--- src/rtl/pwm_phase_pkg.sv ---
package pwm_phase_pkg;

  // strobes from the counter control to the compare datapath
  typedef struct packed {
    logic tick;       // counter advances on this clock
    logic stepUp;     // direction of the step being taken
    logic reachTop;   // this step lands on TOP
    logic prescaled;  // tick is gated by the external strobe
  } pwmStrobes_t;

  typedef enum logic [1:0] {
    MODE_OFF0 = 2'b00,
    MODE_OFF1 = 2'b01,
    MODE_NORM = 2'b10,
    MODE_INV  = 2'b11
  } pwmMode_e;

  localparam logic [2:0] CS_STOP = 3'd0;
  localparam logic [2:0] CS_FULL = 3'd1;

endpackage

--- src/rtl/pwm_ctrl.sv ---
module pwm_ctrl
  import pwm_phase_pkg::*;
#(
  parameter int CNT_W = 10
) (
  input  logic             clk,
  input  logic             rstN,
  input  logic [2:0]       clkSel,
  input  logic             tickEn,
  output pwmStrobes_t      strb,
  output logic [CNT_W-1:0] nextCnt,
  output logic [CNT_W-1:0] count
);

  localparam logic [CNT_W-1:0] TOP    = '1;
  localparam logic [CNT_W-1:0] BOTTOM = '0;

  logic [CNT_W-1:0] cntQ;
  logic             downQ;
  logic             tickNow;
  logic             stepUp;
  logic             isPrescaled;

  always_comb begin
    isPrescaled = (clkSel != CS_STOP) && (clkSel != CS_FULL);
    tickNow     = (clkSel == CS_FULL) || (isPrescaled && tickEn);
    // reverse at either end; each end value lasts a single tick
    if (downQ) stepUp = (cntQ == BOTTOM);
    else       stepUp = (cntQ != TOP);
    nextCnt = stepUp ? cntQ + 1'b1 : cntQ - 1'b1;
  end

  always_comb begin
    strb.tick      = tickNow;
    strb.stepUp    = stepUp;
    strb.reachTop  = tickNow && (nextCnt == TOP);
    strb.prescaled = isPrescaled;
  end

  always_ff @(posedge clk or negedge rstN) begin
    if (!rstN) begin
      cntQ  <= '0;
      downQ <= 1'b0;
    end else if (tickNow) begin
      cntQ  <= nextCnt;
      downQ <= !stepUp;
    end
  end

  assign count = cntQ;

endmodule

--- src/rtl/pwm_chan.sv ---
module pwm_chan
  import pwm_phase_pkg::*;
#(
  parameter int CNT_W = 10
) (
  input  logic             clk,
  input  logic             rstN,
  input  pwmStrobes_t      strb,
  input  logic [CNT_W-1:0] nextCnt,
  input  logic [1:0]       mode,
  input  logic             wrEn,
  input  logic [CNT_W-1:0] wrData,
  output logic [CNT_W-1:0] holdVal,
  output logic             pwm,
  output logic             oe
);

  localparam logic [CNT_W-1:0] TOP = '1;

  logic [CNT_W-1:0] holdQ;
  logic [CNT_W-1:0] actQ;
  logic [CNT_W-1:0] effCmp;
  logic             outQ, outD;
  logic             flagQ, flagD;
  logic             oeQ;
  logic             hit;
  logic             inv;
  logic             connected;

  always_comb begin
    // at the TOP step the freshly latched value is the one compared
    effCmp    = strb.reachTop ? holdQ : actQ;
    hit       = strb.tick && (nextCnt == effCmp);
    inv       = (mode == MODE_INV);
    connected = (mode == MODE_NORM) || (mode == MODE_INV);
  end

  always_comb begin
    outD  = outQ;
    flagD = flagQ;
    if (!connected) begin
      outD  = 1'b0;
      flagD = 1'b0;
    end else if (hit) begin
      if (effCmp == '0) begin
        outD  = inv;
        flagD = 1'b0;
      end else if (effCmp == TOP && strb.prescaled) begin
        // alternate between the fixed level and its opposite
        outD  = flagQ ? inv : !inv;
        flagD = !flagQ;
      end else if (effCmp == TOP) begin
        outD  = !inv;
        flagD = 1'b0;
      end else begin
        outD  = strb.stepUp ? inv : !inv;
        flagD = 1'b0;
      end
    end
  end

  always_ff @(posedge clk or negedge rstN) begin
    if (!rstN) begin
      holdQ <= '0;
      actQ  <= '0;
      outQ  <= 1'b0;
      flagQ <= 1'b0;
      oeQ   <= 1'b0;
    end else begin
      if (wrEn)          holdQ <= wrData;
      if (strb.reachTop) actQ  <= holdQ;
      outQ  <= outD;
      flagQ <= flagD;
      oeQ   <= connected;
    end
  end

  assign holdVal = holdQ;
  assign pwm     = outQ;
  assign oe      = oeQ;

endmodule

--- src/rtl/pwm_datapath.sv ---
module pwm_datapath
  import pwm_phase_pkg::*;
#(
  parameter int CNT_W  = 10,
  parameter int NUM_CH = 2
) (
  input  logic                         clk,
  input  logic                         rstN,
  input  pwmStrobes_t                  strb,
  input  logic [CNT_W-1:0]             nextCnt,
  input  logic [NUM_CH-1:0][1:0]       modes,
  input  logic                         wrEn,
  input  logic [$clog2(NUM_CH)-1:0]    chSel,
  input  logic [CNT_W-1:0]             wrData,
  output logic [CNT_W-1:0]             rdData,
  output logic [NUM_CH-1:0]            pwm,
  output logic [NUM_CH-1:0]            oe
);

  logic [NUM_CH-1:0][CNT_W-1:0] holdAll;

  for (genvar g = 0; g < NUM_CH; g++) begin : gCh
    pwm_chan #(.CNT_W(CNT_W)) uChan (
      .clk     (clk),
      .rstN    (rstN),
      .strb    (strb),
      .nextCnt (nextCnt),
      .mode    (modes[g]),
      .wrEn    (wrEn && (chSel == g)),
      .wrData  (wrData),
      .holdVal (holdAll[g]),
      .pwm     (pwm[g]),
      .oe      (oe[g])
    );
  end

  assign rdData = holdAll[chSel];

endmodule

--- src/rtl/pwm_phase_timer.sv ---
module pwm_phase_timer
  import pwm_phase_pkg::*;
#(
  parameter int CNT_W = 10,
  parameter int BUS_W = 16
) (
  input  logic             clk,
  input  logic             rstN,
  input  logic [2:0]       clkSel,
  input  logic             tickEn,
  input  logic [1:0]       modeA,
  input  logic [1:0]       modeB,
  input  logic             regWe,
  input  logic             regAddr,
  input  logic [BUS_W-1:0] regWdata,
  output logic [BUS_W-1:0] regRdata,
  output logic [CNT_W-1:0] count,
  output logic             pwmA,
  output logic             pwmB,
  output logic             pwmOeA,
  output logic             pwmOeB
);

  localparam int NUM_CH = 2;

  pwmStrobes_t              strb;
  logic [CNT_W-1:0]         nextCnt;
  logic [CNT_W-1:0]         rdHold;
  logic [NUM_CH-1:0]        pwmVec;
  logic [NUM_CH-1:0]        oeVec;
  logic                     unusedHiBits;

  assign unusedHiBits = ^regWdata[BUS_W-1:CNT_W];

  pwm_ctrl #(.CNT_W(CNT_W)) uCtrl (
    .clk     (clk),
    .rstN    (rstN),
    .clkSel  (clkSel),
    .tickEn  (tickEn),
    .strb    (strb),
    .nextCnt (nextCnt),
    .count   (count)
  );

  pwm_datapath #(.CNT_W(CNT_W), .NUM_CH(NUM_CH)) uData (
    .clk     (clk),
    .rstN    (rstN),
    .strb    (strb),
    .nextCnt (nextCnt),
    .modes   ({modeB, modeA}),
    .wrEn    (regWe),
    .chSel   (regAddr),
    .wrData  (regWdata[CNT_W-1:0]),
    .rdData  (rdHold),
    .pwm     (pwmVec),
    .oe      (oeVec)
  );

  assign regRdata = BUS_W'(rdHold);
  assign pwmA     = pwmVec[0];
  assign pwmB     = pwmVec[1];
  assign pwmOeA   = oeVec[0];
  assign pwmOeB   = oeVec[1];

endmodule

--- config.mk ---
export PLATFORM = sky130hd
export DESIGN_NAME = pwm_phase_timer
export DESIGN_NICKNAME = d
export VERILOG_FILES = /design/src/rtl/pwm_phase_pkg.sv /design/src/rtl/pwm_ctrl.sv /design/src/rtl/pwm_chan.sv /design/src/rtl/pwm_datapath.sv /design/src/rtl/pwm_phase_timer.sv
export SDC_FILE = /design/constraint.sdc
export NUM_CORES = 1
export LEC_CHECK = 0
export BUFFER_PORTS_ARGS = -buffer_cell sky130_fd_sc_hd__buf_2
export CAP_MARGIN = 25
export CORE_UTILIZATION = 40
export CTS_CLUSTER_SIZE = 20
export DETAILED_ROUTE_END_ITERATION = 7
export GPL_ROUTABILITY_DRIVEN = 0
export SYNTH_ARGS = -nofsm -noshare
export SYNTH_HDL_FRONTEND = slang
export SYNTH_SLANG_ARGS = --single-unit
--- constraint.sdc ---
create_clock -name clk -period 8.4 [get_ports clk]
set_input_delay 0.42 -clock clk [delete_from_list [all_inputs] [get_ports clk]]
set_output_delay 0.42 -clock clk [all_outputs]
set_load 0.02 [all_outputs]
==> flow_metrics.tcl, run 1 <==
set metrics [dict create \
    status "finished clean" \
    synthCells 417 \
    via_per_inst 5.776 \
    combPwrFrac 0.365 \
    powerDensity_mw_per_mm2 234.3 \
    worst_path_largest_cell_delay_ns 0.86 \
    fin_util 0.4749 \
    ir_drop_uv 115.3 \
    relSlewSlack 0.3464 \
    syn-cell-area_mm2 0.003907 \
    synthArstFlopShare 1.000 \
    finalCriticalPeriod_ns 5.957 \
    p_int_w 0.0006193 \
    insertion_delay_ns 0.35 \
    placementRows 35 \
    n_antenna_cell 0 \
    gr-total-overflow 0 \
    drcViolationCount 0 \
    drt-initial-drc-count 144 \
    vias 3425 \
    cts_buffers 9 \
    startpoint_type "register" \
    die_area_mm2 0.01017 \
    clockBufferDepth 2 \
    synth_top_family_by_area "simple AND/OR/NAND/NOR gates" \
    synth-edff-count 0 \
    path_common_cell "buf_4" \
    stdcell_count 593 \
    dieWidth_um 100.8 \
    cts_root_buf "clkbuf_8" \
    synthMuxAreaShare 0.1182 \
    grt_max_degree 58 \
    drive_above_1_share 0.2565 \
    holdBufCountCts 0 \
    synth_seq_cells 57 \
    cts_tree "yes" \
    post_drt_wl_per_cell_um 17.80 \
    crit_arrival_ns 6.19 \
    setup_viol 0 \
    worstHoldPathType "primary input to register" \
    wl_mm 10.56 \
    yosysMostFrequentCell "nand2_1" \
    crit_start "uCtrl.count[0]" \
    p_total_w 0.001043 \
    leakage_nw 1.902 \
    rsz0062_at_grt "false" \
    drtPass1Iterations 4 \
    crit_type "register to register" \
    synth.top_cell.area_share 0.3650 \
    clkTransAtPathRegs_ns 0.07 \
    fin_nets 497 \
    p_switching_w 0.0004236 \
    fin_setup_tns_ns 0 \
    fp.dieH_um 100.8 \
    max_freq_mhz 167.9 \
    cts_resized 0 \
    clock_sinks 57 \
    syn_area_per_cell_um2 9.370 \
    synth-simple-area-share 0.2142 \
    finClkSkew_ns 0.01756 \
    period_share 0.7092 \
    design.portCount 58 \
    synth_seq_area_share 0.3650 \
    area_growth_pct 13.90 \
    worstHoldStart "modeA[1]" \
    required_ns 8.63 \
    ant_nets 0 \
    yosys_warnings 0 \
    tightest_slew_ns 0.9805 \
    start_util 0.4170 \
    crit_chain "or4_1, o41ai_4, o31ai_1, buf_4, ha_1, a211oi_2, o21ai_2, xnor2_1, or4b_1, nor3_4, buf_4, mux2i_1, a2111oi_2, a31oi_1, a211o_1" \
    netSwitchingFraction 0.4061 \
    hold_viol 0 \
    antenna_found_initial 0 \
    post-dp-hpwl_mm 7.741 \
    cp_num_buf_inv 2 \
    cp_max_fo 13 \
    synthTopCellsByArea "dfrtp_1, mux2_2, nand2_1, ha_1, o21ai_0" \
    dp.cells 577 \
    yosysTopAreaCell "dfrtp_1" \
    yosys.area_share.adder 0.03394 \
    end_kind "register" \
    first_global_vias 3283 \
    clock_power_share 0.283 \
    r2r-start "uCtrl.count[0]" \
    slew_violations 0 \
    grt_pass1_wl_mm 17.10 \
    synth_common_cells "nand2_1, dfrtp_1, mux2_2" \
    port_buffers 45 \
    core_mm2 0.009371 \
    ys_types 72 \
    cap_viol_max_count 0 \
    cp_slowest_cell "or4b_1" \
    crit_family "compound AO/OA/AOI/OAI gates" \
    pwr-share-seq 0.352 \
    cts_htree_levels 3 \
    synth_compound_area_frac 0.1838 \
    synth_xor_area_frac 0.03746 \
    track_usage 0.2208 \
    synth_top_flop_cell "dfrtp_1" \
    postCtsSetupRepairBufs 0 \
]
## routing by layer
metal  vias up  track usage  wire length [um]
met5         -            0                 0
met4         0      0.08361               180
met3        18      0.03745               504
met2        99       0.3462              4898
met1      1670       0.3054              4972
li1       1638            -                 -
## flip-flops by register name (all words and copies together), names as in the netlist
| register | cells |
|---|---|
| uCtrl.downQ | 1 |
| uData.gCh.uChan.oe | 2 |
| uData.gCh.uChan.flagQ | 2 |
| uData.gCh.uChan.actQ | 20 |
| uCtrl.count | 10 |
| uData.gCh.uChan.pwm | 2 |
| uData.gCh.uChan.holdVal | 20 |
## cells in the final DEF (no fill, tap or decap), drive strengths merged, types with 3 or more instances in the layout
cell type  count
nor2          20
nor4          11
inv           14
conb           6
or3            5
o211ai         3
buf           51
xor2           4
nand4         15
nand2b         4
o41ai          3
dfrtp         57
o31a           3
nor2b          5
nand2         64
o21ai         20
clkbuf         9
mux2          33
a311o          3
ha             9
a2111oi        3
xnor2         11
a21oi         13
o31ai          6
nor3          10
a31oi          4
mux2i          9
nand3         13
a211oi        10
a221oi         3
o2111ai        4
## layout make-up
cell class                      count  area, um^2
Sequential cell                    57        1426
Tap cell                          129       161.4
Timing Repair Buffer               51       270.3
Clock inverter                      7       101.3
Fill cell                         966        4921
Inverter                           12       45.04
Multi-Input combinational cell    328        2322
Clock buffer                        9       123.9
## path summary, 6_finish.rpt
| check | slack, ns | depth (start not counted) | endpoint |
|---|---|---|---|
| max | 2.44 | 15 | uData.gCh[1].uChan.pwm |
| min | 0.20 | 1 | uData.gCh[0].uChan.oe |
| max reg2reg | 2.44 | 15 | uData.gCh[1].uChan.pwm |
| min reg2reg | 0.53 | 2 | uData.gCh[0].uChan.pwm |
| max in group asynchronous | 7.66 | 2 | uData.gCh[1].uChan.actQ[4] |
| min in group asynchronous | 0.21 | 2 | uCtrl.count[7] |
## power by group through the flow
stage / logic, W / clock network [W] / registers (W)
6_report: 0.000380 / 0.000295 / 0.000367
5_1_grt: 0.000421 / 0.000318 / 0.000375
4_1_cts: 0.000380 / 0.000304 / 0.000367
3_5_place_dp: 0.000377 / 0 / 0.000373
3_3_place_gp: 0.000372 / 0 / 0.000371
2_1_floorplan: 0.000261 / 0 / 0.000366
## per-stage QoR
step	instance area [um^2]	worst slack, ns	hold WS [ns]
2_1_floorplan	3926	3.473	0.1244
5_1_grt	4451	2.176	0.1895
3_5_place_dp	4225	2.467	0.5291
6_report	4451	2.443	0.2024
4_1_cts	4451	2.452	0.1872
3_3_place_gp	4225	2.543	0.5257
## cell families after synthesis
kind of cell / count (synthesis)
AOI/OAI and AO/OA: 93
xor gates and xnor gates: 15
adders and majority gates: 10
buffers and inverters: 37
DFF: 57
muxes: 42
other: 1
and+or+nand+nor: 162
(Power assumes the default switching activity.)
==> inputs of run 2 (changes only) <==
==> constraint.sdc (replaced) <==
create_clock -name clk -period 5.44 [get_ports clk]
set_input_delay 0.272 -clock clk [delete_from_list [all_inputs] [get_ports clk]]
set_output_delay 0.272 -clock clk [all_outputs]
set_load 0.02 [all_outputs]
==> run 2 against run 1 <==
  * First-iteration DRC count grew 33%
  * Combinational power grew 68%
  * Global-route usage shrank 0.088 points
  * Sequential share of layout area shrank 0.68 points
  * Routed wire length shrank 1.6%
  * Sequential cell count is the same
  * Clock-buffer cell count is the same
  * Fmax grew 16%
  * Worst hold slack lost 0.16 ns
  * Critical endpoint is now uData.gCh[0].uChan.pwm
==> flow_metrics.tcl, run 2 (synthesis results as in run 1) <==
set metrics [dict create \
    status "finished clean" \
    ir_drop_uv 190.3 \
    final_common_cell "nand2_1" \
    cp_num_buf_inv 2 \
    mostFrequentLayoutCells "nand2_1, dfrtp_1, buf_2" \
    drive_above_1_share 0.2782 \
    rsz0062_at_grt "false" \
    reg2reg_depth 15 \
    worstHoldStart "modeA[1]" \
    r2r-start "uCtrl.count[5]" \
    hold_viol 0 \
    startpoint_type "register" \
    cts_htree_levels 3 \
    clock_sinks 57 \
    period_share 0.9431 \
    fin_nets 511 \
    area_growth_pct 16.36 \
    postCtsSetupRepairBufs 0 \
    crit_family "compound AO/OA/AOI/OAI gates" \
    grt_pass1_wl_mm 16.83 \
    post-dp-hpwl_mm 7.781 \
    drcViolationCount 0 \
    leakage_nw 1.967 \
    port_buffers 45 \
    relSlewSlack 0.3746 \
    placementRows 35 \
    cap_viol_max_count 0 \
    worstHoldPathType "primary input to register" \
    cp_slowest_cell "nor4b_2" \
    cts_root_buf "clkbuf_8" \
    track_usage 0.2199 \
    worst_path_largest_cell_delay_ns 0.71 \
    grt_max_degree 58 \
    core_mm2 0.009371 \
    r2r_end "uData.gCh[0].uChan.pwm" \
    slew_violations 0 \
    fill_cells 943 \
    crit_chain "or4_4, o41ai_4, o31ai_1, buf_4, ha_1, o211ai_1, o21ai_2, xnor2_1, buf_4, nor4b_2, a311o_1, o2111ai_1, a2111oi_1, o2111ai_1, a21oi_1" \
    post_drt_wl_per_cell_um 17.11 \
    start_util 0.4170 \
    dieWidth_um 100.8 \
    finalCriticalPeriod_ns 5.131 \
    powerDensity_mw_per_mm2 351.5 \
    clockBufferDepth 2 \
    insertion_delay_ns 0.35 \
    cts_buffers 9 \
    max_freq_mhz 194.9 \
    cts_tree "yes" \
    drtPass1Iterations 5 \
    fin_setup_tns_ns 0 \
    gr-total-overflow 0 \
    via_per_inst 5.812 \
    drt-initial-drc-count 192 \
    vias 3528 \
    cp_max_fo 12 \
    ant_nets 0 \
    finClkSkew_ns 0.009757 \
    wl_mm 10.39 \
    setup_viol 0 \
    fin_worst_hold_slack_ns 0.03998 \
    hold_end "uData.gCh[0].uChan.oe" \
    first_global_vias 3322 \
    n_antenna_cell 0 \
    fp.dieH_um 100.8 \
    end_kind "register" \
    tightest_slew_ns 0.9361 \
    clkTransAtPathRegs_ns 0.08 \
    die_area_mm2 0.01017 \
    crit_arrival_ns 5.41 \
    ff2ff_setup_slack_ns 0.31 \
    crit_type "register to register" \
    required_ns 5.72 \
    design.portCount 58 \
    hold_path_depth 1 \
    antenna_found_initial 0 \
]
## run 2: routing by layer
metal,GRT usage,vias up,part of all wire
met5,0,-,0
met4,0.1104,0,0.035
met3,0.04716,29,0.057
met2,0.3467,128,0.45
met1,0.2855,1705,0.45
li1,-,1666,-
## run 2: worst max-delay path by stage
stage | endpoint | cells after the start | from
2_1_floorplan | uData.gCh[1].uChan.pwm | 15 | uCtrl.count[0]
3_3_place_gp | uData.gCh[0].uChan.pwm | 14 | uCtrl.count[5]
3_5_place_dp | uData.gCh[0].uChan.pwm | 14 | uCtrl.count[5]
4_1_cts | uData.gCh[0].uChan.pwm | 14 | uCtrl.count[5]
5_1_grt | uData.gCh[0].uChan.pwm | 14 | uCtrl.count[5]
6_report | uData.gCh[0].uChan.pwm | 15 | uCtrl.count[5]
## run 2: power breakdown
part / leakage [nW] / total [W] / switching, W / internal, W
Sequential: 0.727 / 0.000551 / 0.0000797 / 0.000471
Clock: 0.104 / 0.000410 / 0.000194 / 0.000216
Combinational: 1.14 / 0.000637 / 0.000385 / 0.000252
## run 2: timing repair
item / CTS / global route
hold buffers: 0 / 0
endpoints found under the setup margin: 0 / 4
gates resized for setup: 0 / 2
hold endpoints to repair: 0 / 0
## run 2: per-stage QoR
step	setup WS [ns]	utilization	cells	instance area [um^2]	power, W
floorplan	0.5126	-	422	3926	0.0009686
global placement	0.3626	0.4621	591	4330	0.001176
detailed placement	0.2496	0.4621	591	4330	0.001183
CTS	0.2396	0.4837	607	4533	0.001596
global route	0.01981	0.4852	607	4547	0.001691
finish	0.3093	0.4852	607	4547	0.001598
## run 2: cell type report
type	instances	area (um^2)	area share
tap	129	161.4	0.03550
clock buffer	9	123.9	0.02724
clock inverter	7	78.83	0.01734
sequential	57	1426	0.3137
timing repair buffer	65	375.4	0.08255
multi-input combinational	328	2336	0.5138
inverter	12	45.04	0.009906
==> inputs of run 3 (changes only) <==
--- a/config.mk
+++ b/config.mk
@@ -11,6 +11,8 @@
 export CTS_CLUSTER_SIZE = 20
 export DETAILED_ROUTE_END_ITERATION = 7
 export GPL_ROUTABILITY_DRIVEN = 0
+export MAX_ROUTING_LAYER = met4
 export SYNTH_ARGS = -nofsm -noshare
 export SYNTH_HDL_FRONTEND = slang
+export SYNTH_HIERARCHICAL = 1
 export SYNTH_SLANG_ARGS = --single-unit
==> run 3 against run 2 <==
  * Worst setup slack better by 0.029 ns
  * Area after synthesis decreased by 11%
  * Sequential share of layout area is 3.9 points higher
  * Critical path type unchanged
  * Cell count shrank 21%
  * Sequential cell count stayed put
  * Non-clock buffer count down 10
  * Clock power rose by 8.5%
  * Fmax grew 0.57%
  * Critical path depth increased by 3
  * First-iteration DRC count decreased by 38%
  * Die area fell by 11%
==> flow_metrics.tcl, run 3 <==
set metrics [dict create \
    core_mm2 0.008341 \
    area_growth_pct 15.86 \
    postCtsSetupRepairBufs 0 \
    crit_arrival_ns 5.36 \
    vias 2562 \
    synth_compound_area_frac 0.06387 \
    wl_mm 7.860 \
    synthArstFlopShare 1.000 \
    cts_root_buf "clkbuf_8" \
    track_usage 0.1965 \
    ir_drop_uv 379.9 \
    grt_max_degree 58 \
    clock_sinks 57 \
    cap_viol_max_count 0 \
    relSlewSlack 0.5104 \
    leakage_nw 1.899 \
    crit_type "register to register" \
    fill_cells 788 \
    die_area_mm2 0.009095 \
    via_per_inst 5.315 \
    cp_max_fo 40 \
    insertion_delay_ns 0.34 \
    finalCriticalPeriod_ns 5.102 \
    drive_above_1_share 0.3422 \
    clkTransAtPathRegs_ns 0.07 \
    drcViolationCount 0 \
    max_freq_mhz 196.0 \
    post_drt_wl_per_cell_um 16.31 \
    cts_htree_levels 3 \
    synth_top_family_by_area "multiplexers" \
    port_buffers 45 \
    synthCells 321 \
    syn-cell-area_mm2 0.003487 \
    fin_nets 410 \
    synth_common_cells "dfrtp_1, mux2_2, nand2_1" \
    drt-initial-drc-count 119 \
    start_util 0.4181 \
    status "finished clean" \
    cts_buffers 9 \
    grt_pass1_wl_mm 12.94 \
    tightest_slew_ns 0.7345 \
    use_met3 0.03668 \
    setup_viol 0 \
    gr-total-overflow 0 \
    finClkSkew_ns 0.008374 \
    rsz0062_at_grt "false" \
    first_global_vias 2526 \
    hold_viol 0 \
    synth.top_cell.area_share 0.4090 \
    fin_setup_tns_ns 0 \
    ys_types 47 \
    cts_tree "yes" \
    synth_xor_area_frac 0.07930 \
    dp.cells 466 \
    synth_seq_cells 57 \
    end_kind "register" \
    synthTopCellsByArea "dfrtp_1, mux2_2, mux2_4, xor2_1, xnor2_1" \
    synth_seq_area_share 0.4090 \
    syn_area_per_cell_um2 10.86 \
    startpoint_type "register" \
    stdcell_count 482 \
    synth-simple-area-share 0.1654 \
    post-dp-hpwl_mm 5.828 \
    yosys.area_share.adder 0.03803 \
    required_ns 5.70 \
    period_share 0.9378 \
    synth_top_flop_cell "dfrtp_1" \
    drtPass1Iterations 4 \
    slew_violations 0 \
    fp.dieH_um 95.37 \
    final_common_cell "dfrtp_1" \
    clockBufferDepth 2 \
    antenna_found_initial 0 \
    design.portCount 58 \
    yosys_warnings 6 \
    use_met1 0.2445 \
    worstHoldPathType "primary input to async pin" \
    top_usage_layer "met2" \
    synth-edff-count 0 \
    n_antenna_cell 0 \
    use_met2 0.3202 \
    dieWidth_um 95.37 \
    powerDensity_mw_per_mm2 657.9 \
    ant_nets 0 \
    mostFrequentLayoutCells "dfrtp_1, buf_2, mux2_2" \
    synthMuxAreaShare 0.1895 \
    yosysMostFrequentCell "dfrtp_1" \
    yosysTopAreaCell "dfrtp_1" \
    placementRows 33 \
]
-- run 3: final cells by class --
cell class                 count  area (um^2)  area share
timing repair buffer          55        312.8     0.07742
sequential                    57         1426      0.3531
multi-input combinational    234         1893      0.4686
inverter                      15        56.30     0.01394
clock buffer                  11        141.4     0.03500
tap                          105        131.4     0.03252
clock inverter                 5        78.83     0.01951
-- run 3: path summary, 6_finish.rpt --
| path | startpoint | end | slack (ns) | depth (start not counted) |
|---|---|---|---|---|
| max in group asynchronous | rstN | uData/gCh[1].uChan/actQ[4] | 4.87 | 2 |
| worst max register to register | uCtrl/count[6] | uData/gCh[0].uChan/flagQ | 0.34 | 18 |
| worst max-delay path | uCtrl/count[6] | uData/gCh[0].uChan/flagQ | 0.34 | 18 |
| worst min-delay path | rstN | uData/gCh[0].uChan/actQ[5] | 0.07 | 2 |
| worst min register to register | uData/gCh[1].uChan/flagQ | uData/gCh[1].uChan/flagQ | 0.54 | 2 |
| min in group clk | modeA[1] | uData/gCh[0].uChan/oe | 0.07 | 1 |
-- run 3: power breakdown --
| group | switching (W) | internal, W | leakage [nW] |
|---|---|---|---|
| sequential | 0.000128 | 0.000536 | 0.721 |
| combinational | 0.000828 | 0.000721 | 1.06 |
| clock | 0.000175 | 0.000270 | 0.113 |
-- run 3: layer usage --
metal  share of wire  vias to the layer above
met4           0.013                        0
met5               0                        -
met1            0.45                     1240
met2            0.49                       68
li1                -                     1246
met3           0.044                        8
-- run 3: metrics by stage --
step / power (W) / setup WS, ns / utilization / area [um^2] / hold WS, ns
6_report: 0.002658 / 0.3384 / 0.4844 / 4040 / 0.06597
5_1_grt: 0.002870 / 0.01288 / 0.4844 / 4040 / 0.05787
4_1_cts: 0.002670 / 0.3183 / 0.4842 / 4039 / 0.05504
3_5_place_dp: 0.002212 / 0.3394 / 0.4578 / 3819 / 0.4111
3_3_place_gp: 0.002184 / 0.4473 / 0.4578 / 3819 / 0.4107
2_1_floorplan: 0.001743 / 0.7200 / - / 3506 / -0.02359
-- run 3: cell families after synthesis --
family	count (synthesis)
buffers and inverters	35
DFF	57
muxes	55
AOI/OAI and AO/OA	31
other	1
and+or+nand+nor	102
adders and majority gates	10
xor gates and xnor gates	30
-- run 3: what timing repair did --
item | CTS | global route
endpoints found under the setup margin | 0 | 2
resized for setup | 0 | 1
hold buffers | 0 | 0
-- run 3: critical path, cell delays in order, from the launching register on --
cell	delay (ns)
dfrtp_1	0.43
nor4_1	0.32
nand3_1	0.19
a21oi_4	0.18
inv_1	0.16
ha_1	0.35
a21oi_1	0.20
o22ai_1	0.16
o41a_1	0.44
xnor3_2	0.29
and2_0	0.14
and4_1	0.23
buf_12	0.22
mux2_4	0.34
xor2_1	0.15
nor4_2	0.28
nand3_1	0.21
or4b_1	0.55
a21boi_1	0.15
